<file path="src/rtl/flt_pkg.sv">
package flt_pkg;
   typedef enum logic [1:0] {
      CTX_THREAD = 2'd0,
      CTX_NMI    = 2'd1,
      CTX_HARD   = 2'd2,
      CTX_OTHER  = 2'd3
   } ctx_e;

   localparam int NCH     = 3;
   localparam int CH_MEM  = 0;
   localparam int CH_BUS  = 1;
   localparam int CH_USE  = 2;

   localparam int NEXC    = 5;
   localparam int EX_NMI  = 0;
   localparam int EX_HARD = 1;
   localparam int EX_MEM  = 2;
   localparam int EX_BUS  = 3;
   localparam int EX_USE  = 4;

   localparam int CFSR_W        = 32;
   localparam int MEM_FLT_BIT   = 0;
   localparam int MEM_VALID_BIT = 7;
   localparam int BUS_FLT_BIT   = 8;
   localparam int BUS_STK_BIT   = 12;
   localparam int BUS_VALID_BIT = 15;
   localparam int USE_FLT_BIT   = 16;

   localparam int HFSR_W     = 2;
   localparam int HF_FORCED  = 0;
   localparam int HF_LOCK    = 1;
endpackage

</file>
<file path="src/rtl/flt_esc_chan.sv">
module flt_esc_chan #(
   parameter int PW = 3
) (
   input  logic          fault_i,
   input  logic          en_i,
   input  logic [PW-1:0] pri_i,
   input  logic [PW-1:0] exec_pri_i,
   input  logic [1:0]    ctx_i,
   input  logic          bypass_i,
   output logic          own_o,
   output logic          esc_o
);
   logic fixed_ctx;
   logic pri_ok;

   always_comb begin
      fixed_ctx = (ctx_i == flt_pkg::CTX_NMI) || (ctx_i == flt_pkg::CTX_HARD);
      pri_ok    = en_i && (pri_i < exec_pri_i) && !fixed_ctx;
      own_o     = fault_i && (pri_ok || bypass_i);
      esc_o     = fault_i && !pri_ok && !bypass_i;
   end
endmodule

</file>
<file path="src/rtl/flt_addr_cap.sv">
module flt_addr_cap #(
   parameter int AW   = 32,
   parameter bit HOLD = 1'b1
) (
   input  logic          clk_i,
   input  logic          rst_ni,
   input  logic          cap_i,
   input  logic          valid_i,
   input  logic [AW-1:0] addr_i,
   output logic [AW-1:0] far_o
);
   logic load;

   generate
      if (HOLD) begin : g_hold
         assign load = cap_i && !valid_i;
      end else begin : g_over
         logic unused_valid;
         assign unused_valid = valid_i;
         assign load = cap_i;
      end
   endgenerate

   always_ff @(posedge clk_i or negedge rst_ni) begin
      if (!rst_ni)   far_o <= '0;
      else if (load) far_o <= addr_i;
   end
endmodule

</file>
<file path="src/rtl/flt_prio_arb.sv">
module flt_prio_arb #(
   parameter int N = 5
) (
   input  logic         clk_i,
   input  logic         rst_ni,
   input  logic [N-1:1] req_i,
   input  logic         nmi_i,
   input  logic         gnt_en_i,
   output logic [N-1:0] take_o
);
   logic [N-1:1] pend_q;
   logic [N-1:0] cand;
   logic [N-1:0] gnt;
   logic         found;

   always_comb begin
      cand  = {pend_q, nmi_i};
      gnt   = '0;
      found = 1'b0;
      for (int i = 0; i < N; i++) begin
         if (gnt_en_i && cand[i] && !found) begin
            gnt[i] = 1'b1;
            found  = 1'b1;
         end
      end
   end

   always_ff @(posedge clk_i or negedge rst_ni) begin
      if (!rst_ni) begin
         pend_q <= '0;
         take_o <= '0;
      end else begin
         pend_q <= (pend_q & ~gnt[N-1:1]) | req_i;
         take_o <= gnt;
      end
   end
endmodule

</file>
<file path="src/rtl/flt_lockup.sv">
module flt_lockup (
   input  logic clk_i,
   input  logic rst_ni,
   input  logic enter_i,
   input  logic from_nmi_i,
   input  logic nmi_i,
   input  logic dbg_halt_i,
   output logic lock_o,
   output logic from_nmi_o,
   output logic nmi_rel_o
);
   assign nmi_rel_o = lock_o && nmi_i && !from_nmi_o;

   always_ff @(posedge clk_i or negedge rst_ni) begin
      if (!rst_ni) begin
         lock_o     <= 1'b0;
         from_nmi_o <= 1'b0;
      end else if (lock_o) begin
         if (dbg_halt_i || nmi_rel_o) begin
            lock_o     <= 1'b0;
            from_nmi_o <= 1'b0;
         end
      end else if (enter_i) begin
         lock_o     <= 1'b1;
         from_nmi_o <= from_nmi_i;
      end
   end
endmodule

</file>
<file path="src/rtl/flt_escalate_ctl.sv">
module flt_escalate_ctl #(
   parameter int AW       = 32,
   parameter int PW       = 3,
   parameter bit FAR_HOLD = 1'b1
) (
   input  logic          clk_i,
   input  logic          rst_ni,
   input  logic          flt_mem_i,
   input  logic          flt_bus_i,
   input  logic          flt_use_i,
   input  logic          bus_stk_i,
   input  logic [AW-1:0] flt_addr_i,
   input  logic [1:0]    ctx_i,
   input  logic [PW-1:0] exec_pri_i,
   input  logic [2:0]    en_i,
   input  logic [PW-1:0] mem_pri_i,
   input  logic [PW-1:0] bus_pri_i,
   input  logic [PW-1:0] use_pri_i,
   input  logic          nmi_i,
   input  logic          dbg_halt_i,
   input  logic [31:0]   cfsr_clr_i,
   input  logic [1:0]    hfsr_clr_i,
   output logic [4:0]    take_o,
   output logic          lockup_o,
   output logic          exec_en_o,
   output logic [31:0]   cfsr_o,
   output logic [1:0]    hfsr_o,
   output logic [AW-1:0] mem_far_o,
   output logic [AW-1:0] bus_far_o
);
   import flt_pkg::*;

   localparam logic [CFSR_W-1:0] CFSR_MASK =
      (CFSR_W'(1) << MEM_FLT_BIT) | (CFSR_W'(1) << MEM_VALID_BIT) |
      (CFSR_W'(1) << BUS_FLT_BIT) | (CFSR_W'(1) << BUS_STK_BIT)   |
      (CFSR_W'(1) << BUS_VALID_BIT) | (CFSR_W'(1) << USE_FLT_BIT);

   generate
      if (AW < 1 || AW > 64) begin : g_bad_aw
         $error("flt_escalate_ctl: AW out of range");
      end
      if (PW < 1 || PW > 8) begin : g_bad_pw
         $error("flt_escalate_ctl: PW out of range");
      end
   endgenerate

   logic [NCH-1:0]    flt;
   logic [NCH-1:0]    own;
   logic [NCH-1:0]    esc;
   logic [NCH-1:0]    bypass;
   logic [PW-1:0]     pri [NCH];
   logic              hreq;
   logic              fixed_ctx;
   logic              lock_enter;
   logic              lock_from_nmi;
   logic              nmi_rel;
   logic [NEXC-1:1]   req;
   logic [CFSR_W-1:0] cfsr_q;
   logic [CFSR_W-1:0] cfsr_set;
   logic [HFSR_W-1:0] hfsr_q;
   logic [HFSR_W-1:0] hfsr_set;

   always_comb begin
      flt[CH_MEM]    = flt_mem_i && !lockup_o;
      flt[CH_BUS]    = flt_bus_i && !lockup_o;
      flt[CH_USE]    = flt_use_i && !lockup_o;
      bypass         = '0;
      bypass[CH_BUS] = bus_stk_i;
      pri[CH_MEM]    = mem_pri_i;
      pri[CH_BUS]    = bus_pri_i;
      pri[CH_USE]    = use_pri_i;
   end

   for (genvar c = 0; c < NCH; c++) begin : g_chan
      flt_esc_chan #(.PW(PW)) u_chan (
         .fault_i   (flt[c]),
         .en_i      (en_i[c]),
         .pri_i     (pri[c]),
         .exec_pri_i(exec_pri_i),
         .ctx_i     (ctx_i),
         .bypass_i  (bypass[c]),
         .own_o     (own[c]),
         .esc_o     (esc[c])
      );
   end

   always_comb begin
      hreq         = |esc;
      fixed_ctx    = (ctx_i == CTX_NMI) || (ctx_i == CTX_HARD);
      lock_enter   = hreq && fixed_ctx;
      req[EX_HARD] = hreq && !fixed_ctx;
      req[EX_MEM]  = own[CH_MEM];
      req[EX_BUS]  = own[CH_BUS];
      req[EX_USE]  = own[CH_USE];

      cfsr_set                = '0;
      cfsr_set[MEM_FLT_BIT]   = flt[CH_MEM];
      cfsr_set[MEM_VALID_BIT] = flt[CH_MEM];
      cfsr_set[BUS_FLT_BIT]   = flt[CH_BUS];
      cfsr_set[BUS_STK_BIT]   = flt[CH_BUS] && bus_stk_i;
      cfsr_set[BUS_VALID_BIT] = flt[CH_BUS] && !bus_stk_i;
      cfsr_set[USE_FLT_BIT]   = flt[CH_USE];
      hfsr_set[HF_FORCED]     = hreq;
      hfsr_set[HF_LOCK]       = lock_enter;
   end

   always_ff @(posedge clk_i or negedge rst_ni) begin
      if (!rst_ni) begin
         cfsr_q <= '0;
         hfsr_q <= '0;
      end else begin
         cfsr_q <= ((cfsr_q & ~cfsr_clr_i) | cfsr_set) & CFSR_MASK;
         hfsr_q <= (hfsr_q & ~hfsr_clr_i) | hfsr_set;
      end
   end

   flt_lockup u_lock (
      .clk_i     (clk_i),
      .rst_ni    (rst_ni),
      .enter_i   (lock_enter),
      .from_nmi_i(ctx_i == CTX_NMI),
      .nmi_i     (nmi_i),
      .dbg_halt_i(dbg_halt_i),
      .lock_o    (lockup_o),
      .from_nmi_o(lock_from_nmi),
      .nmi_rel_o (nmi_rel)
   );

   flt_prio_arb #(.N(NEXC)) u_arb (
      .clk_i   (clk_i),
      .rst_ni  (rst_ni),
      .req_i   (req),
      .nmi_i   (nmi_i),
      .gnt_en_i(!lockup_o || nmi_rel),
      .take_o  (take_o)
   );

   flt_addr_cap #(.AW(AW), .HOLD(FAR_HOLD)) u_mem_far (
      .clk_i  (clk_i),
      .rst_ni (rst_ni),
      .cap_i  (flt[CH_MEM]),
      .valid_i(cfsr_q[MEM_VALID_BIT]),
      .addr_i (flt_addr_i),
      .far_o  (mem_far_o)
   );

   flt_addr_cap #(.AW(AW), .HOLD(FAR_HOLD)) u_bus_far (
      .clk_i  (clk_i),
      .rst_ni (rst_ni),
      .cap_i  (flt[CH_BUS] && !bus_stk_i),
      .valid_i(cfsr_q[BUS_VALID_BIT]),
      .addr_i (flt_addr_i),
      .far_o  (bus_far_o)
   );

   assign exec_en_o = !lockup_o;
   assign cfsr_o    = cfsr_q;
   assign hfsr_o    = hfsr_q;
endmodule

</file>
<file path="config.mk">
export PLATFORM = sky130hd
export DESIGN_NAME = flt_escalate_ctl
export DESIGN_NICKNAME = d
export VERILOG_FILES = /design/src/rtl/flt_pkg.sv /design/src/rtl/flt_esc_chan.sv /design/src/rtl/flt_addr_cap.sv /design/src/rtl/flt_prio_arb.sv /design/src/rtl/flt_lockup.sv /design/src/rtl/flt_escalate_ctl.sv
export SDC_FILE = /design/constraint.sdc
export NUM_CORES = 1
export LEC_CHECK = 0
export BUFFER_PORTS_ARGS = -buffer_cell sky130_fd_sc_hd__buf_2
export CORE_ASPECT_RATIO = 0.5
export CORE_UTILIZATION = 46
export DETAILED_ROUTE_END_ITERATION = 8
export PLACE_DENSITY_LB_ADDON = 0.2
export SLEW_MARGIN = 20
export SYNTH_ARGS = -nofsm -noshare
export SYNTH_HDL_FRONTEND = slang
export SYNTH_HIERARCHICAL = 1
export SYNTH_SLANG_ARGS = --single-unit
</file>
<file path="constraint.sdc">
create_clock -name clk_i -period 1.72 [get_ports clk_i]
set_input_delay 0.516 -clock clk_i [delete_from_list [all_inputs] [get_ports clk_i]]
set_output_delay 0.516 -clock clk_i [all_outputs]
set_load 0.01 [all_outputs]
</file>
==> Yosys cells after proc, flatten, opt, wreduce, memory -nomap -nowiden <==
Index checks and enable logic that the tools add are counted.
{ "totals": {"elab_cells": 90, "regBits": 83, "out_inout_bits": 105} }
{ "op_classes": {"eq_ne": 3, "muxes": 14, "n_lt_le_gt_ge": 3, "bitwise_logic": 9, "n_reduce_logical": 53} }
{ "op_table": {"columns": ["op", "n"], "rows": [
  ["1-bit logical AND", 33],
  ["17-bit bitwise AND", 1],
  ["17-bit inverter", 1],
  ["17-bit bitwise OR", 1],
  ["1-bit two-way mux", 14],
  ["1-bit logical NOT", 13],
  ["3-bit < comparator", 3],
  ["4-bit bitwise AND", 1],
  ["1-bit logical OR", 4],
  ["4-bit inverter", 1],
  ["4-bit bitwise OR", 1],
  ["3-bit OR reduction", 1],
  ["2-bit bitwise AND", 1],
  ["2-bit by 1-bit equality test with 1-bit output (second input constant)", 1],
  ["2-bit equality test (second input constant)", 1],
  ["2-bit inequality test (second input constant)", 1],
  ["2-bit inverter", 1],
  ["2-bit bitwise OR", 1],
  ["2-bit AND reduction", 1],
  ["2-bit nonzero test", 1]
]} }

==> Logic depth before layout (Yosys ltp) <==
Gate-level depths: netlist of run 1.
{ "logic_depth": {"word_depth": 20, "mapped_depth": 9, "mapped_depth_nobuf": 9} }

==> Cells and area by module <==
Netlist of run 1, hierarchy kept.
{ "modules_own_cells": {"columns": ["mod", "n_inst", "seq_area_each_um2", "cells_per_inst", "area_per_inst_um2"], "rows": [
  ["flt_addr_cap", 2, 800.8, 69, 1358.8],
  ["flt_escalate_ctl", 1, 200.2, 64, 561.8],
  ["flt_prio_arb", 1, 225.2, 26, 339.1],
  ["flt_esc_chan", 3, 0.0, 12, 88.8],
  ["flt_lockup", 1, 50.0, 9, 111.4]
]} }

==> Least setup slack after synthesis of run 1 <==
Ideal clock, no wire load.
{ "synth_path": {"path_kind": "in2reg", "start": "in exec_pri_i[1]", "end": "reg u_lock.from_nmi_o", "n_path_buf": 0, "cell_stages": 9, "required_time_ns": 1.595, "arrival_ns": 1.963, "setup_time_ns": 0.125, "slack_ns": -0.368, "path_cell_list": "inv_1 > ha_1 > o21ai_0 > o2111ai_1 > and3_1 > nor3_2 > nor2_1 > nand2b_4 > mux2_4"} }
{ "synth_via": {"word_cells_on_any_way": 20, "cone_classes": "order compare: 3; reduce/logical: 17"} }
{ "synth_lines": {"columns": ["item", "line", "rtl"], "rows": [
  ["start, declared", "flt_escalate_ctl.sv:14", "input logic [PW-1:0] exec_pri_i,"],
  ["3-bit < comparator", "flt_esc_chan.sv:18", "pri_ok = en_i && (pri_i < exec_pri_i) && !fixed_ctx;"],
  ["1-bit logical AND (2 in a row)", "flt_esc_chan.sv:18", null],
  ["1-bit logical NOT", "flt_esc_chan.sv:20", "esc_o = fault_i && !pri_ok && !bypass_i;"],
  ["1-bit logical AND", "flt_esc_chan.sv:20", null],
  ["net esc[2]", "flt_escalate_ctl.sv:49", "logic [NCH-1:0] esc;"],
  ["3-bit OR reduction", "flt_escalate_ctl.sv:88", "hreq = |esc;"],
  ["1-bit logical AND", "flt_escalate_ctl.sv:90", "lock_enter = hreq && fixed_ctx;"],
  ["net lock_enter", "flt_escalate_ctl.sv:54", "logic lock_enter;"],
  ["2-bit nonzero test (no line)", null, null],
  ["2-bit AND reduction (no line)", null, null],
  ["end signal, assigned", "flt_lockup.sv:25", "from_nmi_o <= from_nmi_i;"],
  ["end, declared", "flt_lockup.sv:9", "output logic from_nmi_o,"]
]} }
The timed path passes the listed nets, and every way through them passes these cells.
A chain may end at the register's enable or synchronous reset.

==> Worst setup path in the final report of run 1 <==
Ends and elaborated chain as after synthesis.

==> impl_results.md, run 1 <==
- Outcome: finished, violations left
- Failing checks: negative setup slack
- Via density: 4.577
- Vias in the first global route: 2595
- CTS Hold Bufs: 0
- DPL Wire Length: 6051 um
- Detailed Route WL: 8367 um
- Power per cell area: 1473 nW/um^2
- Routed length per placed instance: 14.99 um
- Clock slew at reported path FFs: 0.06 ns
- Filler Cells Inserted: 613
- Worst Setup Start Kind: primary input
- FMAX: 569.0 MHz
- WP data arrival: 1.97 ns
- Die area: 9087 um^2
- Rows: 23
- Num ports: 196
- CTS tree: built
- Mapped Area: 3996 um^2
- Die W: 133.8 um
- Synth warnings: 6
- Worst Skew: 0.003541 ns
- Nets@finish: 539
- Share of cells above drive strength 1: 62.33%
- Final WS setup: -0.03745 ns
- Drt initial violations: 88
- Required @ worst endpoint: 1.94 ns
- Fin crit share: 102.2%
- Register bit total from synthesis: 83
- Synth Area per Inst: 14.64 um^2
- Met1 usage: 23.57%
- Worst hold path class: primary input to async pin
- Final Max Slew Viols: 0
- Count of input and output buffers: 143
- First-pass GRT wire length: 13080 um
- Max Root-Sink Buffers: 2
- GRT Overall Usage: 19.05%
- Crit path time final: 1.757 ns
- Total grt overflow: 0
- VDD IR-drop max: 0.7691 mV
- Routability Congestion: 0.7857
- Core Util, Final: 65.20%
- Die H: 67.91 um
- Hold Slack: 0.2129 ns
- Met3 Usage GRT: 5.259%
- Antenna Nets Post-Route: 0
- 1st-pass router iterations: 4
- Num CTS Buffers: 9
- Worst-path maximum fanout: 3
- Post-place setup slack: -0.5170 ns
- Met2 Resource Use GR: 32.90%
- Main synth FF type: dfrtp_1
- Setup_tns: -0.03745 ns
- # clock sinks: 83
- R2r setup slk: 0.10 ns
- Synth unique cells: 33
- RSZ-0062 raised after global routing: true
- Largest net degree at the start of global routing: 84
- Hold Vio Cnt, Final: 0
- Vias: 2554
- EDFF count, synth: 0
- Most Used Layer, Global Route: met2
- Pwr Total: 0.007876 W
- P&R area growth vs syn: 33.81%
- Count of final setup violators: 1
- Root Buffer: clkbuf_16
- Area of the core: 8202 um^2
- Diode count: 0
- Initial Utilization: 48.73%
- Clock Latency Late Sink: 0.33 ns
- Sequential area share after synthesis: 51.97%
- # DRC: 0
- Synth async-reset ratio: 100.0%
- Worst Setup End Kind: flop
- Commonest non-fill, non-tap cell in the layout: buf_2
- Commonest cells after routing, fill and taps aside: 139 x buf_2, 83 x dfrtp_1, 61 x mux2_4
- Crit Path Class: primary input to flop
- Max Cap Viol: 0
- Post-Syn Instances: 273
- H-tree levels: 3
- Leakage: 2.732 nW
- Antenna violations before repair: 0
## stage by stage
stage          std cells  cell area, um^2
4_1_cts              557             5285
5_1_grt              558             5348
2_1_floorplan        300             4155
3_3_place_gp         539             4873
3_5_place_dp         539             4873
6_report             558             5348
## Yosys cell counts, types with 3 or more instances
cell       count  area (um^2)
buf_4         26        195.2
a21boi_1       3        22.52
inv_1         25        93.84
o2111ai_1      3        26.28
nor3b_2        4        50.05
o21ai_0        8        40.04
mux2_4        61        915.9
and3_1         3        18.77
a21o_1         3        22.52
xnor2_1        3        26.28
nand2b_1       4        25.02
ha_1           7        87.58
nor2b_1        3        18.77
mux2_2         4        45.04
dfrtp_1       83         2077
buf_12         6        120.1
nor2_1         6        22.52
## cell type report
| class | instances | area (um^2) | area share, % |
|---|---|---|---|
| inverter | 26 | 105.1 | 1.965 |
| sequential | 83 | 2077 | 38.84 |
| timing repair buffer | 164 | 962.2 | 17.99 |
| clock buffer | 11 | 242.7 | 4.539 |
| clock inverter | 5 | 100.1 | 1.872 |
| multi-input combinational | 157 | 1720 | 32.17 |
| tap | 112 | 140.1 | 2.620 |
## logic make-up after synthesis
family / after synthesis / synth area share (%)
and+or+nand+nor: 31 / 6.293
other: 1 / 0.09384
xor gates and xnor gates: 3 / 0.6576
AOI/OAI and AO/OA: 23 / 3.851
buffers and inverters: 60 / 10.90
adders and majority gates: 7 / 2.192
DFF: 83 / 51.97
muxes: 65 / 24.05
## final timing paths
kind                       cells past startpoint             endpoint             from
min reg2reg                                    1      u_arb/take_o[4]  u_arb/pend_q[3]
max in group asynchronous                      2   u_bus_far/far_o[7]           rst_ni
max reg2reg                                    5  u_mem_far/far_o[31]    u_lock/lock_o
min                                            2    u_lock/from_nmi_o           rst_ni
min in group clk_i                             2            cfsr_o[0]    cfsr_clr_i[0]
max                                           10    u_lock/from_nmi_o    exec_pri_i[1]
## power by group
group	switching [W]	leakage, nW	internal [W]	total, W
Combinational	0.00112	1.58	0.00153	0.00266
Clock	0.000736	0.169	0.00145	0.00219
Sequential	0.000392	0.982	0.00264	0.00303
Total	0.00225	2.73	0.00562	0.00788
## critical path: stages
cell and delay (ns):
buf_12 0.09, inv_6 0.03, ha_4 0.15, nor3b_2 0.19, o2111ai_2 0.15, and3_4 0.21
nor3_4 0.20, nor2_2 0.07, nand2b_4 0.07, mux2_4 0.29
## per-layer routing
layer / share of wire (%) / wire, um
met1: 43 / 3623
met2: 49 / 4117
met3: 6.5 / 547
met4: 0.93 / 78
met5: 0 / 0
## flip-flops by register name, indices dropped and copies added, names as in the netlist
name,flops
u_bus_far/far_o,32
u_mem_far/far_o,32
hfsr_o,2
u_lock/from_nmi_o,1
u_arb/pend_q,4
cfsr_o,6
u_arb/take_o,5
u_lock/lock_o,1
## what timing repair did
action                     CTS  global route
gates resized for setup     10            11
setup endpoints to repair    2             4
hold endpoints to repair     0             0
pin swaps                    6             5
buffers inserted             2             1
Note: power is estimated with default switching activity, not from simulation.
==> run 2: changes to the inputs <==
- CORE_UTILIZATION: 46 -> 44
- SYNTH_HIERARCHICAL: 1 -> default
==> run 2 against run 1 <==
The run still ends with negative setup slack left. Final cell count shrank 3.4%. Non-clock buffer count grew 7. Sequential share of layout area up 2.4 points. Power fell by 6.0%. Synthesized cell count decreased by 6.2%. Worst setup slack worse by 0.28 ns. Die area fell by 7.6%. Critical path depth decreased by 2. Core utilization up 1.5 points. Final area fell by 5.9%. Flip-flop and latch count stayed put. Critical endpoint is now u_lock.from_nmi_o.
==> impl_results.md, run 2 <==
- Area leader, netlist: dfrtp_1
- Power per cell area: 1472 nW/um^2
- Die area: 8394 um^2
- RSZ-0062 raised after global routing: true
- Top cells by area, synth: dfrtp_1 59%, mux2_2 19%, buf_4 6.0%, ha_1 2.5%, inv_1 1.6%
- Max Root-Sink Buffers: 2
- VDD IR-drop max: 0.6475 mV
- CP max-delay cell: a222oi_1
- CP max stage delay: 0.45 ns
- CTS tree: built
- Outcome: finished, violations left
- Share of cells above drive strength 1: 60.56%
- Synth warnings: 0
- FF-to-FF End: u_lock.from_nmi_o
- Largest net degree at the start of global routing: 33
- Post-synth top area share: 58.93%
- Vias in the first global route: 2538
- Via density: 4.740
- Synth async-reset ratio: 100.0%
- H-tree levels: 3
- R2r setup slk: -0.08 ns
- Worst hold path class: primary input to async pin
- Required @ worst endpoint: 1.93 ns
- FMAX: 489.7 MHz
- Clock Latency Late Sink: 0.33 ns
- Synth Area per Inst: 13.77 um^2
- Drt initial violations: 69
- Num CTS Buffers: 9
- DPL Wire Length: 5658 um
- Leakage: 2.552 nW
- Area of the core: 7542 um^2
- Final Max Slew Viols: 0
- Nets@finish: 526
- Post-synth top cells: 83 x dfrtp_1, 60 x mux2_2, 28 x buf_4
- Core Util, Final: 66.72%
- GRT Overall Usage: 18.62%
- 1st-pass router iterations: 4
- Detailed Route WL: 8021 um
- Mapped Area: 3525 um^2
- Num ports: 196
- Antenna violations before repair: 0
- Sequential Area: 2077 um^2
- CP Cell Sequence: buf_8 -> inv_12 -> ha_4 -> nand3b_1 -> a211o_1 -> a222oi_1 -> or2_1 -> mux2_4
- Total grt overflow: 0
- EDFF count, synth: 0
- Worst-path maximum fanout: 3
- Die H: 65.29 um
- Rows: 22
- Diode count: 0
- Max Cap Viol: 0
- Failing checks: negative setup slack
- Worst Setup End Kind: flop
- Worst Skew: 0.002499 ns
- Sequential area share after synthesis: 58.93%
- Register bit total from synthesis: 83
- Count of input and output buffers: 143
- Clock slew at reported path FFs: 0.06 ns
- Routability Congestion: 0.7722
- Final WS setup: -0.3222 ns
- WP data arrival: 2.26 ns
- Critical path origin: ctx_i[1]
- Synth unique cells: 32
- R2R depth: 5
- Antenna Nets Post-Route: 0
- Crit Path Class: primary input to flop
- Count of final setup violators: 21
- # clock sinks: 83
- Commonest non-fill, non-tap cell in the layout: buf_2
- Top-count cell post-synth: dfrtp_1
- Die W: 128.6 um
- P&R area growth vs syn: 42.78%
- Area of the multi-input gates: 1415 um^2
- Commonest cells after routing, fill and taps aside: 139 x buf_2, 83 x dfrtp_1, 33 x mux2_4
- Routed length per placed instance: 14.88 um
- Main synth FF type: dfrtp_1
- CP Capture Point: u_lock.from_nmi_o
- Fin crit share: 118.7%
- Root Buffer: clkbuf_16
- Post-Syn Instances: 256
- Hold Slack: 0.09553 ns
- FF-to-FF Start: u_lock.lock_o
- First-pass GRT wire length: 11720 um
- Crit path time final: 2.042 ns
- Hold Vio Cnt, Final: 0
- Filler Cells Inserted: 579
- # DRC: 0
- Worst Setup Start Kind: primary input
- Initial Utilization: 46.73%
- Vias: 2555
==> run 2: changes by cell type after synthesis, moves of 3 or more <==
cell       previous run  this run
mux2_4               61         0
mux2_2                4        60
inv_1                25        15
buf_2                 0         7
buf_12                6         0
mux2_1                0         5
nor3b_2               4         0
a21boi_1              3         0
and3_1                3         0
nor3b_1               0         3
o2111ai_1             3         0
o31ai_1               0         3
xnor2_1               3         0
==> run 2: where the power goes <==
group,total (W),internal (W),switching [W]
Combinational,0.00260,0.00145,0.00115
Sequential,0.00308,0.00269,0.000394
Clock,0.00172,0.00103,0.000691
==> run 2: critical path, delay by kind of cell <==
kind	cells	cell delay [ns]
multiplexers	1	0.31
AND/OR/NAND/NOR	2	0.34
adder cells (fa/ha/maj)	1	0.27
buffers and inverters	2	0.12
AO/OA/AOI/OAI	2	0.71
==> run 2: cells by family after synthesis <==
family          share of synthesized area [%]
compound gates                          5.183
fa+ha+maj                               2.485
buf+inv                                 8.555
flops                                   58.93
mux                                     20.77
other cells                            0.1064
simple gates                            3.976
==> run 2: timing repair <==
action                                  in CTS  in global routing
hold buffers                                 0                  0
pin swaps                                    5                  6
buffers inserted                             3                  5
endpoints found under the setup margin       5                 27
resized for setup                            8                 43
cloned                                       0                  3
==> run 2: worst min path at each step <==
stage            from                  end  slack, ns  cells after the start
2_1_floorplan  rst_ni            cfsr_o[0]       0.22                      0
3_3_place_gp   rst_ni           cfsr_o[16]       0.45                      1
3_5_place_dp   rst_ni           cfsr_o[16]       0.45                      1
4_1_cts        rst_ni           cfsr_o[16]        0.1                      1
5_1_grt        rst_ni  u_bus_far.far_o[28]       0.11                      1
6_report       rst_ni      u_arb.take_o[4]        0.1                      1
==> run 2: per-stage QoR <==
step	TNS, ns	worst slack [ns]	instances	area (um^2)	power [W]
6_report	-1.145	-0.3222	539	5032	0.007407
3_3_place_gp	-2.565	-0.6614	516	4467	0.005300
4_1_cts	-0.7834	-0.3188	532	4770	0.007184
2_1_floorplan	-0.7844	-0.3919	281	3652	0.004325
3_5_place_dp	-3.434	-0.8215	516	4467	0.005418
5_1_grt	-2.329	-0.3413	539	5032	0.007848
==> run 2: cell type report <==
type                       instances  share of cell area [%]
clock buffer                      11                   5.022
tap                              108                   2.685
clock inverter                     3                  0.2984
timing repair buffer             171                   21.23
sequential                        83                   41.27
inverter                          15                   1.367
multi-input combinational        148                   28.12
==> run 2: metal layers <==
| layer | wire, um | track usage [%] | part of all wire [%] | up-vias |
|---|---|---|---|---|
| li1 | - | - | - | 1177 |
| met1 | 3372 | 20.63 | 42 | 1264 |
| met2 | 4053 | 33.38 | 51 | 103 |
| met3 | 499 | 6.433 | 6.2 | 11 |
| met4 | 96 | 7.206 | 1.2 | 0 |
| met5 | 0 | 0 | 0 | - |
==> run 3: changes to the inputs <==
- clock period: 1.72 -> 2.05 ns (I/O delays scaled with it)
==> run 3 against run 2 <==
The flow still finishes with violations (negative setup slack). Die area unchanged. Clock skew increased by 0.00078 ns. Largest cell class unchanged. Flip-flop and latch count unchanged. Critical path type unchanged. Sequential power decreased by 17%. Clock power about the same. Worst setup slack improved by 0.31 ns. Core utilization decreased by 2.7 points. Final area decreased by 4.0%.
==> impl_results.md, run 3 (same netlist as run 2, synthesis figures left out) <==
- VDD IR-drop max: 0.5156 mV
- Worst-path maximum fanout: 3
- Final Max Slew Viols: 0
- Routed length per placed instance: 13.72 um
- Total grt overflow: 0
- Clock Latency Late Sink: 0.33 ns
- First-pass GRT wire length: 11720 um
- Nets@finish: 519
- Rows: 22
- Die W: 128.6 um
- Detailed Route WL: 7313 um
- Power per cell area: 1280 nW/um^2
- Die area: 8394 um^2
- Hold Slack: 0.1860 ns
- Commonest non-fill, non-tap cell in the layout: buf_2
- Worst Setup End Kind: flop
- Max Root-Sink Buffers: 2
- Max Cap Viol: 0
- Initial Utilization: 46.73%
- Outcome: finished, violations left
- CTS tree: built
- Count of final setup violators: 1
- DPL Wire Length: 5519 um
- Required @ worst endpoint: 2.26 ns
- Share of cells above drive strength 1: 58.82%
- Count of input and output buffers: 143
- Worst path most repeated cell: buf_4
- Area of the core: 7542 um^2
- Vias in the first global route: 2438
- 1st-pass router iterations: 4
- Antenna Nets Post-Route: 0
- Leakage: 2.399 nW
- Buf/Inv on CP: 4
- Failing checks: negative setup slack
- Final WS setup: -0.01503 ns
- Fin crit share: 100.7%
- Routability Congestion: 0.7834
- RSZ-0062 raised after global routing: true
- Crit Path Class: primary input to flop
- Worst Setup Start Kind: primary input
- # clock sinks: 83
- Crit path time final: 2.065 ns
- Drt initial violations: 82
- Commonest cells after routing, fill and taps aside: 140 x buf_2, 83 x dfrtp_1, 60 x mux2_2
- Num CTS Buffers: 9
- Num ports: 196
- FMAX: 484.3 MHz
- CP top delay family: compound AO/OA/AOI/OAI gates
- Placed insts: 516
- Clock slew at reported path FFs: 0.06 ns
- Via density: 4.694
- Worst Skew: 0.003283 ns
- Layout Cells excl Fill: 533
- Core Util, Final: 64.03%
- Worst hold path class: primary input to async pin
- Largest net degree at the start of global routing: 40
- Root Buffer: clkbuf_16
- CP max-delay cell: mux2_4
- # DRC: 0
- Die H: 65.29 um
- Vias: 2502
- CP max stage delay: 0.29 ns
- P&R area growth vs syn: 37.03%
- H-tree levels: 3
- Hold Vio Cnt, Final: 0
- Diode count: 0
- WP data arrival: 2.28 ns
- CP Cell Sequence: buf_2 -> inv_1 -> buf_4 -> ha_1 -> o21ai_0 -> o21ai_1 -> a222oi_1 -> buf_4 -> or2_4 -> mux2_4
- Antenna violations before repair: 0
- GRT Overall Usage: 18.41%
==> run 3: cell count changes in the layout (fill, tap and decap cells not counted), moves of 2 or more <==
| cell | before | now |
|---|---|---|
| mux2_4 | 33 | 1 |
| mux2_2 | 29 | 60 |
| buf_6 | 4 | 1 |
| o21ai_0 | 6 | 9 |
| buf_12 | 6 | 4 |
| bufinv_16 | 0 | 2 |
| clkbuf_16 | 11 | 9 |
| inv_1 | 11 | 13 |
| inv_2 | 3 | 1 |
| o21ai_2 | 2 | 0 |
==> run 3: worst paths after layout <==
check                                      end                 from  cells past startpoint  slack, ns
hold reg to reg            u_mem_far.far_o[15]  u_mem_far.far_o[15]                      1       0.48
setup reg to reg             u_lock.from_nmi_o        u_lock.lock_o                      6       0.28
min in group clk_i                   hfsr_o[1]        hfsr_clr_i[1]                      2       0.44
hold / removal                      cfsr_o[16]               rst_ni                      1       0.19
max in group asynchronous  u_mem_far.far_o[11]               rst_ni                      2       1.29
setup / recovery             u_lock.from_nmi_o        exec_pri_i[2]                     10      -0.02
==> run 3: repair_timing <==
action / CTS / global route
hold buffers: 0 / 0
pin swaps: 1 / 0
buffers inserted: 1 / 1
gates resized for setup: 4 / 3
endpoints found under the setup margin: 3 / 1
==> run 3: where the power goes <==
part	internal, W	total, W	switching, W	leakage [nW]
clock network	0.00109	0.00169	0.000600	0.154
logic	0.00102	0.00193	0.000912	1.26
registers	0.00225	0.00256	0.000309	0.986
==> run 3: through the flow <==
stage	worst slack (ns)	cell area, um^2	power, W	setup TNS [ns]
2_1_floorplan	-0.1609	3652	0.003629	-0.1609
3_3_place_gp	-0.4708	4467	0.004439	-1.442
3_5_place_dp	-0.4894	4467	0.004532	-1.555
4_1_cts	0.02758	4800	0.006260	0
5_1_grt	-0.06219	4830	0.006552	-0.06219
6_report	-0.01503	4830	0.006183	-0.01503
==> run 3: final cells by class <==
cell class	instances	area, um^2
fillers	621	2713
well taps	108	135.1
clock inverters	5	77.57
clock buffers	10	239.0
flip-flops and latches	83	2077
multi-input cells	148	1290
repair buffers	164	942.2
inverters	15	68.82
==> run 3: worst reg2reg max path, stage by stage (launching register included) <==
cell,delay [ns]
dfrtp_1,0.41
nand2b_1,0.17
o21ba_2,0.17
a222oi_1,0.34
buf_4,0.18
or2_4,0.12
mux2_4,0.28
==> run 3: layer usage <==
| metal | up-vias | track usage, % | part of all wire, % |
|---|---|---|---|
| met5 | - | 0 | 0 |
| met4 | 0 | 6.618 | 1.3 |
| met3 | 10 | 5.456 | 5.7 |
| met2 | 103 | 32.97 | 52 |
| met1 | 1227 | 21.16 | 41 |
| li1 | 1162 | - | - |
